==> src/rtl/vp_runctl_pkg.sv <==
// Package: shared types and register offsets for the VP run/stop controller.
// Assumes byte offsets fit in the address width chosen by the top module.
package vp_runctl_pkg;

    // Byte offsets of the three registers in the window
    localparam int unsigned OFS_START  = 'h00;
    localparam int unsigned OFS_HALT   = 'h08;
    localparam int unsigned OFS_STATUS = 'h10;

    // Decoded register selected by the current address
    typedef enum logic [1:0] {
        SEL_NONE   = 2'd0,
        SEL_START  = 2'd1,
        SEL_HALT   = 2'd2,
        SEL_STATUS = 2'd3
    } reg_sel_e;

endpackage

==> src/rtl/vp_runctl_decode.sv <==
// Module: address decoder. It turns the address and the write strobe into a
// register select plus per-VP set and clear masks.
// Assumes one access per cycle and full decoding of every address bit.
module vp_runctl_decode
    import vp_runctl_pkg::*;
#(
    parameter int unsigned NUM_VP = 4,
    parameter int unsigned ADDR_W = 8,
    parameter int unsigned DATA_W = 32
) (
    input  logic [ADDR_W-1:0] addr_i,
    input  logic              we_i,
    input  logic [DATA_W-1:0] wdata_i,
    output reg_sel_e          sel_o,
    output logic [NUM_VP-1:0] set_o,
    output logic [NUM_VP-1:0] clr_o
);

    localparam logic [ADDR_W-1:0] A_START  = ADDR_W'(OFS_START);
    localparam logic [ADDR_W-1:0] A_HALT   = ADDR_W'(OFS_HALT);
    localparam logic [ADDR_W-1:0] A_STATUS = ADDR_W'(OFS_STATUS);

    logic unused_wdata;

    // Parity of the whole write word; only the low NUM_VP bits matter
    assign unused_wdata = ^wdata_i;

    // Match the address against the three register offsets
    always_comb begin
        unique case (addr_i)
            A_START:  sel_o = SEL_START;
            A_HALT:   sel_o = SEL_HALT;
            A_STATUS: sel_o = SEL_STATUS;
            default:  sel_o = SEL_NONE;
        endcase
    end

    // Build the set and clear masks from the low bits of the write word
    always_comb begin
        set_o = '0;
        clr_o = '0;
        if (we_i && sel_o == SEL_START) set_o = wdata_i[NUM_VP-1:0];
        if (we_i && sel_o == SEL_HALT)  clr_o = wdata_i[NUM_VP-1:0];
    end

endmodule

==> src/rtl/vp_runctl_cell.sv <==
// Module: run-state flop for one VP.
// Assumes a synchronous active-low reset; clear has priority over set.
module vp_runctl_cell #(
    parameter bit BOOT_LEADER = 1'b0
) (
    input  logic clk,
    input  logic rst_n,
    input  logic solo_boot,
    input  logic set_i,
    input  logic clr_i,
    output logic run_o
);

    logic run_q;

    // Hold the run state: reset value from the strap, then clear beats set
    always_ff @(posedge clk) begin
        if (!rst_n)     run_q <= BOOT_LEADER | ~solo_boot;
        else if (clr_i) run_q <= 1'b0;
        else if (set_i) run_q <= 1'b1;
    end

    assign run_o = run_q;

    assert_halt_clears_R4: assert property (@(posedge clk) disable iff (!rst_n)
        clr_i |=> !run_o);
    assert_start_sets_R3: assert property (@(posedge clk) disable iff (!rst_n)
        (set_i && !clr_i) |=> run_o);
    assert_hold_idle_R8: assert property (@(posedge clk) disable iff (!rst_n)
        (!set_i && !clr_i) |=> $stable(run_o));

endmodule

==> src/rtl/vp_runctl_readback.sv <==
// Module: read multiplexer. It returns the run state at the status offset
// and zero everywhere else.
// Assumes NUM_VP <= DATA_W.
module vp_runctl_readback
    import vp_runctl_pkg::*;
#(
    parameter int unsigned NUM_VP = 4,
    parameter int unsigned DATA_W = 32
) (
    input  reg_sel_e          sel_i,
    input  logic [NUM_VP-1:0] run_i,
    output logic [DATA_W-1:0] rdata_o
);

    // Place the run state in the low bits for status reads only
    always_comb begin
        rdata_o = '0;
        if (sel_i == SEL_STATUS) rdata_o[NUM_VP-1:0] = run_i;
    end

endmodule

==> src/rtl/vp_runctl.sv <==
// Module: top level of the per-VP run/stop controller. It connects the
// decoder, one state cell per VP and the read multiplexer.
// Assumes NUM_VP <= DATA_W and that offset 0x10 fits in ADDR_W bits.
module vp_runctl
    import vp_runctl_pkg::*;
#(
    parameter int unsigned NUM_VP = 4,
    parameter int unsigned ADDR_W = 8,
    parameter int unsigned DATA_W = 32
) (
    input  logic              clk,
    input  logic              rst_n,
    input  logic              solo_boot,
    input  logic [ADDR_W-1:0] reg_addr,
    input  logic              reg_we,
    input  logic [DATA_W-1:0] reg_wdata,
    output logic [DATA_W-1:0] reg_rdata,
    output logic [NUM_VP-1:0] vp_run_en
);

    localparam logic [ADDR_W-1:0] A_STATUS = ADDR_W'(OFS_STATUS);

    reg_sel_e          sel;
    logic [NUM_VP-1:0] set_mask;
    logic [NUM_VP-1:0] clr_mask;

    vp_runctl_decode #(.NUM_VP(NUM_VP), .ADDR_W(ADDR_W), .DATA_W(DATA_W)) u_decode (
        .addr_i  (reg_addr),
        .we_i    (reg_we),
        .wdata_i (reg_wdata),
        .sel_o   (sel),
        .set_o   (set_mask),
        .clr_o   (clr_mask)
    );

    // One state cell per VP; VP0 is the one kept running by the strap
    for (genvar g = 0; g < NUM_VP; g++) begin : g_cell
        vp_runctl_cell #(.BOOT_LEADER(g == 0)) u_cell (
            .clk       (clk),
            .rst_n     (rst_n),
            .solo_boot (solo_boot),
            .set_i     (set_mask[g]),
            .clr_i     (clr_mask[g]),
            .run_o     (vp_run_en[g])
        );
    end

    vp_runctl_readback #(.NUM_VP(NUM_VP), .DATA_W(DATA_W)) u_readback (
        .sel_i   (sel),
        .run_i   (vp_run_en),
        .rdata_o (reg_rdata)
    );

    assert_status_mirrors_R5: assert property (@(posedge clk) disable iff (!rst_n)
        (reg_addr == A_STATUS) |-> (reg_rdata[NUM_VP-1:0] == vp_run_en));
    assert_other_reads_zero_R6: assert property (@(posedge clk) disable iff (!rst_n)
        (reg_addr != A_STATUS) |-> (reg_rdata == '0));
    assert_status_write_inert_R7: assert property (@(posedge clk) disable iff (!rst_n)
        (reg_we && reg_addr == A_STATUS) |=> $stable(vp_run_en));

endmodule

==> config.mk <==
export PLATFORM = sky130hd
export DESIGN_NAME = vp_runctl
export DESIGN_NICKNAME = d
export VERILOG_FILES = /design/src/rtl/vp_runctl_pkg.sv /design/src/rtl/vp_runctl_decode.sv /design/src/rtl/vp_runctl_cell.sv /design/src/rtl/vp_runctl_readback.sv /design/src/rtl/vp_runctl.sv
export SDC_FILE = /design/constraint.sdc
export NUM_CORES = 1
export LEC_CHECK = 0
export BUFFER_PORTS_ARGS = -buffer_cell sky130_fd_sc_hd__buf_2
export CAP_MARGIN = 0
export CORE_MARGIN = 4
export CORE_UTILIZATION = 29
export DETAILED_ROUTE_END_ITERATION = 10
export GPL_TIMING_DRIVEN = 0
export PLACE_DENSITY = 0.91
export RECOVER_POWER = 25
export SYNTH_ARGS = -nofsm -noshare
export SYNTH_HDL_FRONTEND = slang
export SYNTH_HIERARCHICAL = 1
export SYNTH_SLANG_ARGS = --single-unit
==> constraint.sdc <==
create_clock -name clk -period 3.6 [get_ports clk]
set_input_delay 1.08 -clock clk [delete_from_list [all_inputs] [get_ports clk]]
set_output_delay 1.08 -clock clk [all_outputs]
set_load 0.03 [all_outputs]
Yosys cells after proc, flatten, opt, wreduce, memory -nomap -nowiden --
Cells that the tools add are included.
Cells by class: $add $sub $neg 0, multiply operators 0, divide/modulo/power cells 0, $lt $le $gt $ge 0, equality and inequality tests 8, shift-type cells 0, multiplexer cells 15, bitwise logic cells 1, reductions and logical operators 4
Operator list (count):
- $mux 4 | 3
- $mux 1 | 11
- $ne 3x1->1 const B | 3
- $eq 8x4->1 const B | 1
- $eq 8x5->1 const B | 1
- $logic_not 8->1 | 1
- $pmux 2 s3 | 1
- $eq 2x2->1 const B | 2
- $eq 2x1->1 const B | 1
- $logic_and 1x1->1 | 2
- $reduce_bool 2->1 | 1
- $not 1->1 | 1
Word-level totals: bits in registers 4, bits in latches 0, RAM bits 0, memory bits (read-only) 0, bits of input ports 44, output and inout port bits 36, word-level logic and storage cells 32, memories 0

Depth between registers and ports, before layout --
Gate-level depths: netlist (run 1).
depth after elaboration 8, mapped depth 5, depth with buffers taken out 4

Cells and area by module --
Netlist (run 1), hierarchy kept.
Modules (own cells, without submodules):
- vp_runctl_readback | times used 1, cells an instance 33, area an instance 239.0 um^2, sequential area each 0.0 um^2
- vp_runctl_cell (g_cell[1].u_cell ...) | times used 3, cells an instance 3, area an instance 48.8 um^2, sequential area each 30.0 um^2
- vp_runctl_decode | times used 1, cells an instance 19, area an instance 137.6 um^2, sequential area each 0.0 um^2
- vp_runctl_cell (g_cell[0].u_cell) | times used 1, cells an instance 3, area an instance 28.8 um^2, sequential area each 20.0 um^2

Worst setup path before layout (run 1) --
OpenSTA, ideal clock, no wires.
kind in2out, start input reg_addr[1], end output reg_rdata[0], arrival time 2.327 ns, data required time 2.520 ns, setup slack 0.193 ns, stages 4, path buffers 1, path through or4_4 > buf_6 > nor4_4 > and3_1
Between the ends: word-level cells in the longest chain between the ends 4, elaborated cells between the ends (all ways) 6, classes of those cells 3 x eq/ne; 2 x mux; 1 x reduce/logical
Ends and longest elaborated chain:
- start: declaration | RTL line vp_runctl.sv:14 | input logic [ADDR_W-1:0] reg_addr,
- $eq 8x5->1, or another cell as far along | RTL line vp_runctl_decode.sv:30 | unique case (addr_i)
- $pmux 2 s3 (*) | RTL line vp_runctl_decode.sv:30
- net sel[1] | RTL line vp_runctl.sv:23 | reg_sel_e sel;
- $eq 2x2->1 (*) | RTL line vp_runctl_readback.sv:18 | if (sel_i == SEL_STATUS) rdata_o[NUM_VP-1:0] = run_i;
- $mux 4 (*) | RTL line vp_runctl_readback.sv:18
- end: declaration | RTL line vp_runctl.sv:17 | output logic [DATA_W-1:0] reg_rdata,
Mark *: on every way through the listed nets, which the timed path passes. The rest lies on a longest branch.

Worst setup path after layout (run 1) --
start input reg_addr[7], end output reg_rdata[2]
Same word-level chain as after synthesis.

==> metrics.md, run 1 <==
| Metric | Value |
|---|---|
| Status | `completed` |
| CTS Buf Count | `3` |
| Pre-CTS setup slack | `-0.009497 ns` |
| Max-Cap Viols | `0` |
| Crit path depth | `5` |
| R2r worst-path depth | `2` |
| Worst VDD drop | `114.5 uV` |
| Util after Layout | `48.01%` |
| Maximum fanout along the worst path | `6` |
| Flops & latches, synth | `4` |
| Worst Path Buf+Inv | `2` |
| Multi-input gate area | `321.6 sq um` |
| Mapped Cells | `64` |
| Cell area after placement | `799.5 sq um` |
| Worst reg2reg setup slack | `2.99 ns` |
| Vias in the first global route | `492` |
| Main synth FF type | `edfxtp_1` |
| Via Count | `530` |
| Full die area | `2665 sq um` |
| Achievable Freq | `0.2834 GHz` |
| TNS Setup | `0 ns` |
| Total track usage | `9.484%` |
| Final WL | `1325 um` |
| Nets@finish | `164` |
| Synth warn | `6` |
| Total clock sinks | `4` |
| Die X | `51.62 um` |
| Initial antenna violation count | `0` |
| Post-synth top area cell | `buf_4` |
| WP data arrival | `2.45 ns` |
| CTS clk-pin slew, worst paths | `0.04 ns` |
| RSZ-0062 raised after global routing | `no` |
| HP Start | `g_cell[0].u_cell/run_o` |
| RR Endpoint | `g_cell[0].u_cell/run_o` |
| Design Area, Final | `847.1 sq um` |
| Final setup margin | `0.07180 ns` |
| Post-synth EDFFs | `3` |
| Drt via density | `3.681` |
| Io pins | `80` |
| Crit path max-delay family | `simple AND/OR/NAND/NOR gates` |
| Largest net degree at the start of global routing | `11` |
| Post-synthesis async set-or-reset flop share | `0%` |
| Critical-path cell list | `buf_2, or4_4, nor4_4, and3_1, buf_4` |
| Final Wtd Congestion | `0.6784` |
| Final HPWL DP | `1202 um` |
| Max Buffers Root-to-Sink | `2` |
| Sequential area share after synthesis | `19.95%` |
| Clock Latency Late Sink | `0.23 ns` |
| Final setup viols | `0` |
| First-pass GRT wire length | `1863 um` |
| WHS Path Cells | `2` |
| P_leak | `0.4753 nW` |
| Share of the synthesized area in the top cell type | `38.10%` |
| Largest register FFs | `4` |
| R2R Path Start | `g_cell[0].u_cell/run_o` |
| Post-route DRC | `0` |
| Ant diodes | `0` |
| Yosys cell types | `18` |
| Hold Vio Cnt, Final | `0` |
| GRT overflow | `0` |
| TritonRoute pass-1 iters | `2` |
| Synth Cell Area | `551.8 sq um` |
| Initial Util | `31.28%` |
| Syn-to-layout area delta | `53.51%` |
| Slew Viols, Final | `0` |
| Ranking of synthesized cells by area | `buf_4 (38%), edfxtp_1 (16%), nor3_1 (7.3%), mux2i_1 (5.4%), or3b_1 (4.8%)` |
| Clock root cell | `clkbuf_4` |
| Row Count | `15` |
| Wirelength per Cell | `9.201 um` |
| Most frequent cells after synthesis | `buf_4 (28), nor3_1 (8), and3_1 (4), nand2_1 (4)` |
| Syn_area_per_cell | `8.622 sq um` |
| Layout cells sized above 1 | `47.06%` |
| Fin crit share | `98.01%` |
| CP Class | `input port to output port` |
| Max stage delay on crit path | `0.58 ns` |
| CTS tree | `yes` |
| Hold_buf cts | `0` |
| CORE AREA | `1764 sq um` |
| Layout Skew | `0 ns` |
| Initial DRC count | `4` |
| Setup crit end kind | `output port` |
| Slowest CP cell | `or4_4` |
| Vert. Die Dim | `51.62 um` |
| Worst setup SP type | `input port` |
| PD cells | `246.8 nW/um^2` |
| Min Hold Slack | `0.5416 ns` |
| Register area | `110.1 sq um` |
| Hold Crit Class | `flip-flop to flip-flop` |
| Count leader, synth | `buf_4` |
| Crit path time final | `3.528 ns` |
| Critical path required time | `2.52 ns` |
| Fill count | `168` |
| Hold endpoint | `g_cell[0].u_cell/run_o` |
| Detail Route Antenna Nets | `0` |
| Buffers on Ports | `23` |
| H-tree Lvls | `1` |
-- timing repair --
action / CTS / global route
pin swaps: 0 / 6
buffers inserted: 0 / 2
resized for setup: 1 / 9
setup endpoints to repair: 1 / 4
-- cell usage in the layout (no fill, tap or decap), drive strengths merged, types with 3 or more instances in the layout --
master and instances:
buf 50, conb 28, nor3 8, clkbuf 7, nand2 4, and3 4, mux2i 3, or3b 3
edfxtp 3
-- worst register-to-register path, delay by kind of cell, from the launching register on --
kind	cells	cell delay, ns
AOI/OAI and AO/OA	1	0.06
and+or+nand+nor	1	0.11
DFF	1	0.31
-- metal layers --
| layer | up-vias | share of wire [%] | GRT usage [%] |
|---|---|---|---|
| met5 | - | 0 | 0 |
| met2 | 33 | 54 | 18.01 |
| li1 | 277 | - | - |
| met3 | 0 | 14 | 4.011 |
| met4 | 0 | 0 | 3.930 |
| met1 | 220 | 32 | 8.711 |
-- worst max path at each step --
stage,start,end
2_1_floorplan,reg_addr[1],reg_rdata[0]
3_3_place_gp,reg_addr[1],reg_rdata[0]
3_5_place_dp,reg_addr[1],reg_rdata[2]
4_1_cts,reg_addr[1],reg_rdata[1]
5_1_grt,reg_addr[7],reg_rdata[3]
6_report,reg_addr[7],reg_rdata[2]
-- report_power, final --
part	switching, mW	leakage (nW)	internal (mW)
registers	0.00115	0.0379	0.0530
clock network	0.0195	0.0150	0.0417
logic	0.0608	0.422	0.0330
total	0.0814	0.475	0.128
-- metrics by stage --
stage	cells	power, mW
final	144	0.2091
after global routing	144	0.2193
after CTS	143	0.2104
after detailed placement	139	0.1472
after global placement	139	0.1459
after floorplan	91	0.1314
-- cell families (layout without fill, tap and decap cells) --
family                 count (synthesis)  count (layout)  share of synthesized area (%)
AND/OR/NAND/NOR                       25              25                          31.29
AO/OA/AOI/OAI                          1               1                         0.9062
buffers and inverters                 29              57                          40.14
XOR/XNOR                               1               1                          1.588
flip-flops                             4               4                          19.96
multiplexers                           3               3                          5.442
other                                  1              28                         0.6796
-- cell type report --
cell class,instances,area share (%)
Buffer,28,24.82
Clock buffer,4,3.102
Multi-Input combinational cell,58,37.96
Sequential cell,4,13.00
Tap cell,25,3.693
Timing Repair Buffer,25,17.43
Power figures use the tool's default switching activity.
==> run 2, diff against run 1 <==
--- a/config.mk
+++ b/config.mk
@@ -7,7 +7,7 @@
 export LEC_CHECK = 0
 export BUFFER_PORTS_ARGS = -buffer_cell sky130_fd_sc_hd__buf_2
 export CAP_MARGIN = 0
-export CORE_MARGIN = 4
+export CORE_MARGIN = 2
 export CORE_UTILIZATION = 29
 export DETAILED_ROUTE_END_ITERATION = 10
 export GPL_TIMING_DRIVEN = 0
==> metrics.md, run 2 (synthesis results as in run 1) <==
| Metric | Value |
|---|---|
| Layout Skew | `0 ns (unchanged)` |
| Slew Viols, Final | `0 (unchanged)` |
| Final setup viols | `0 (unchanged)` |
| Total track usage | `11.21% (was 9.484%)` |
| Hold Vio Cnt, Final | `0 (unchanged)` |
| TritonRoute pass-1 iters | `2 (unchanged)` |
| Vias in the first global route | `439 (was 492)` |
| Syn-to-layout area delta | `52.61% (was 53.51%)` |
| Design Area, Final | `842.1 sq um (was 847.1 sq um)` |
| Initial antenna violation count | `0 (unchanged)` |
| Util after Layout | `47.73% (was 48.01%)` |
| Row Count | `15 (unchanged)` |
| Total clock sinks | `4 (unchanged)` |
| Critical path required time | `2.52 ns (about the same)` |
| Max-Cap Viols | `0 (unchanged)` |
| Wirelength per Cell | `9.126 um (was 9.201 um)` |
| Die X | `47.62 um (was 51.62 um)` |
| Io pins | `80 (unchanged)` |
| CORE AREA | `1764 sq um (unchanged)` |
| Clock root cell | `clkbuf_4 (unchanged)` |
| Multi-input gate area | `321.6 sq um (unchanged)` |
| CP Class | `input port to output port (unchanged)` |
| Via Count | `537 (was 530)` |
| Initial DRC count | `2 (was 4)` |
| Pre-CTS setup slack | `-0.005729 ns (was -0.009497 ns)` |
| Nets@finish | `163 (was 164)` |
| Drt via density | `3.755 (was 3.681)` |
| Commonest non-fill, non-tap cells in the layout | `buf_4 (31), conb_1 (28), buf_2 (15) (was buf_4 (31), conb_1 (28), buf_2 (16))` |
| Crit path launch | `reg_addr[7] (unchanged)` |
| Maximum fanout along the worst path | `6 (unchanged)` |
| Fin crit share | `98.51% (was 98.01%)` |
| Final Wtd Congestion | `0.7511 (was 0.6784)` |
| Clock Latency Late Sink | `0.23 ns (about the same)` |
| PD cells | `247.4 nW/um^2 (was 246.8 nW/um^2)` |
| WP data arrival | `2.47 ns (was 2.45 ns)` |
| Final WL | `1305 um (was 1325 um)` |
| Worst setup SP type | `input port (unchanged)` |
| GRT overflow | `0 (unchanged)` |
| Achievable Freq | `0.2820 GHz (was 0.2834 GHz)` |
| Max Buffers Root-to-Sink | `2 (unchanged)` |
| Largest register FFs | `4 (unchanged)` |
| Crit path time final | `3.546 ns (was 3.528 ns)` |
| Cell area after placement | `799.5 sq um (unchanged)` |
| Hold_buf cts | `0 (unchanged)` |
| Ant diodes | `0 (unchanged)` |
| First-pass GRT wire length | `1718 um (was 1863 um)` |
| CTS Buf Count | `3 (unchanged)` |
| Post-route DRC | `0 (unchanged)` |
| R2R Path Start | `g_cell[0].u_cell/run_o (unchanged)` |
| Layout cells sized above 1 | `46.61% (was 47.06%)` |
| Initial Util | `31.28% (unchanged)` |
| Detail Route Antenna Nets | `0 (unchanged)` |
| CTS clk-pin slew, worst paths | `0.03 ns (was 0.04 ns)` |
| Final HPWL DP | `1107 um (was 1202 um)` |
| RSZ-0062 raised after global routing | `no (unchanged)` |
| Buffers on Ports | `23 (unchanged)` |
| P_leak | `0.4725 nW (was 0.4753 nW)` |
| Status | `completed (unchanged)` |
| H-tree Lvls | `1 (unchanged)` |
| Fill count | `188 (was 168)` |
| Hold Crit Class | `flip-flop to flip-flop (unchanged)` |
| Setup crit end kind | `output port (unchanged)` |
| Commonest non-fill, non-tap cell in the layout | `buf_4 (unchanged)` |
| HP Start | `g_cell[0].u_cell/run_o (unchanged)` |
| Full die area | `2268 sq um (was 2665 sq um)` |
| Register area | `110.1 sq um (unchanged)` |
| Vert. Die Dim | `47.62 um (was 51.62 um)` |
| Worst VDD drop | `108.1 uV (was 114.5 uV)` |
| CTS tree | `yes (unchanged)` |
| Final setup margin | `0.05360 ns (was 0.07180 ns)` |
| Largest net degree at the start of global routing | `11 (unchanged)` |
run 2: cell types whose count changed in the layout (fill, tap and decap cells not counted):
cell / before / now
buf_2: 16 / 15
run 2: final timing paths:
path	depth (start not counted)	end	slack [ns]
setup / recovery	5	reg_rdata[2]	0.05
hold / removal	2	g_cell[0].u_cell/run_o	0.54
setup reg to reg	2	g_cell[0].u_cell/run_o	2.99
hold reg to reg	2	g_cell[0].u_cell/run_o	0.54
run 2: metrics by stage:
stage                     hold slack (ns)  setup TNS [ns]  instances  total power, mW
after floorplan                    0.6286               0         91           0.1314
final                              0.5434               0        143           0.2083
after global routing               0.5838               0        143           0.2226
after global placement             0.5067               0        139           0.1458
after detailed placement           0.5441       -0.009319        139           0.1477
after CTS                          0.5489               0        143           0.2092
run 2: worst max-delay path, cell delays in order:
cell	delay, ns
buf_6	0.09
or4_4	0.58
nor4_4	0.36
and3_1	0.20
buf_4	0.16
run 2: metal layers:
metal  GRT usage [%]  vias up  share of wire, %
met5               0        -                 0
met4           3.243        0                 0
met3           5.660        0                14
met2           22.70       36                53
met1           9.276      226                33
li1                -      275                 -
run 2: timing repair:
| item | in CTS | in global routing |
|---|---|---|
| buffers inserted | 0 | 1 |
| pin swaps | 0 | 6 |
| setup endpoints to repair | 2 | 4 |
| cloned | 0 | 0 |
| gates resized for setup | 2 | 7 |
| hold endpoints to repair | 0 | 0 |
run 2: layout make-up:
class                   count  share of cell area (%)
plain buffers              28                   24.96
well taps                  25                   3.715
flip-flops and latches      4                   13.08
multi-input cells          58                   38.19
repair buffers             24                   16.94
clock buffers               4                   3.120
run 2: power by group:
part | leakage (nW) | internal, mW | total (mW) | switching, mW
Clock | 0.0150 | 0.0416 | 0.0598 | 0.0182
Sequential | 0.0379 | 0.0530 | 0.0542 | 0.00117
Combinational | 0.420 | 0.0334 | 0.0944 | 0.0610
Total | 0.472 | 0.128 | 0.208 | 0.0803
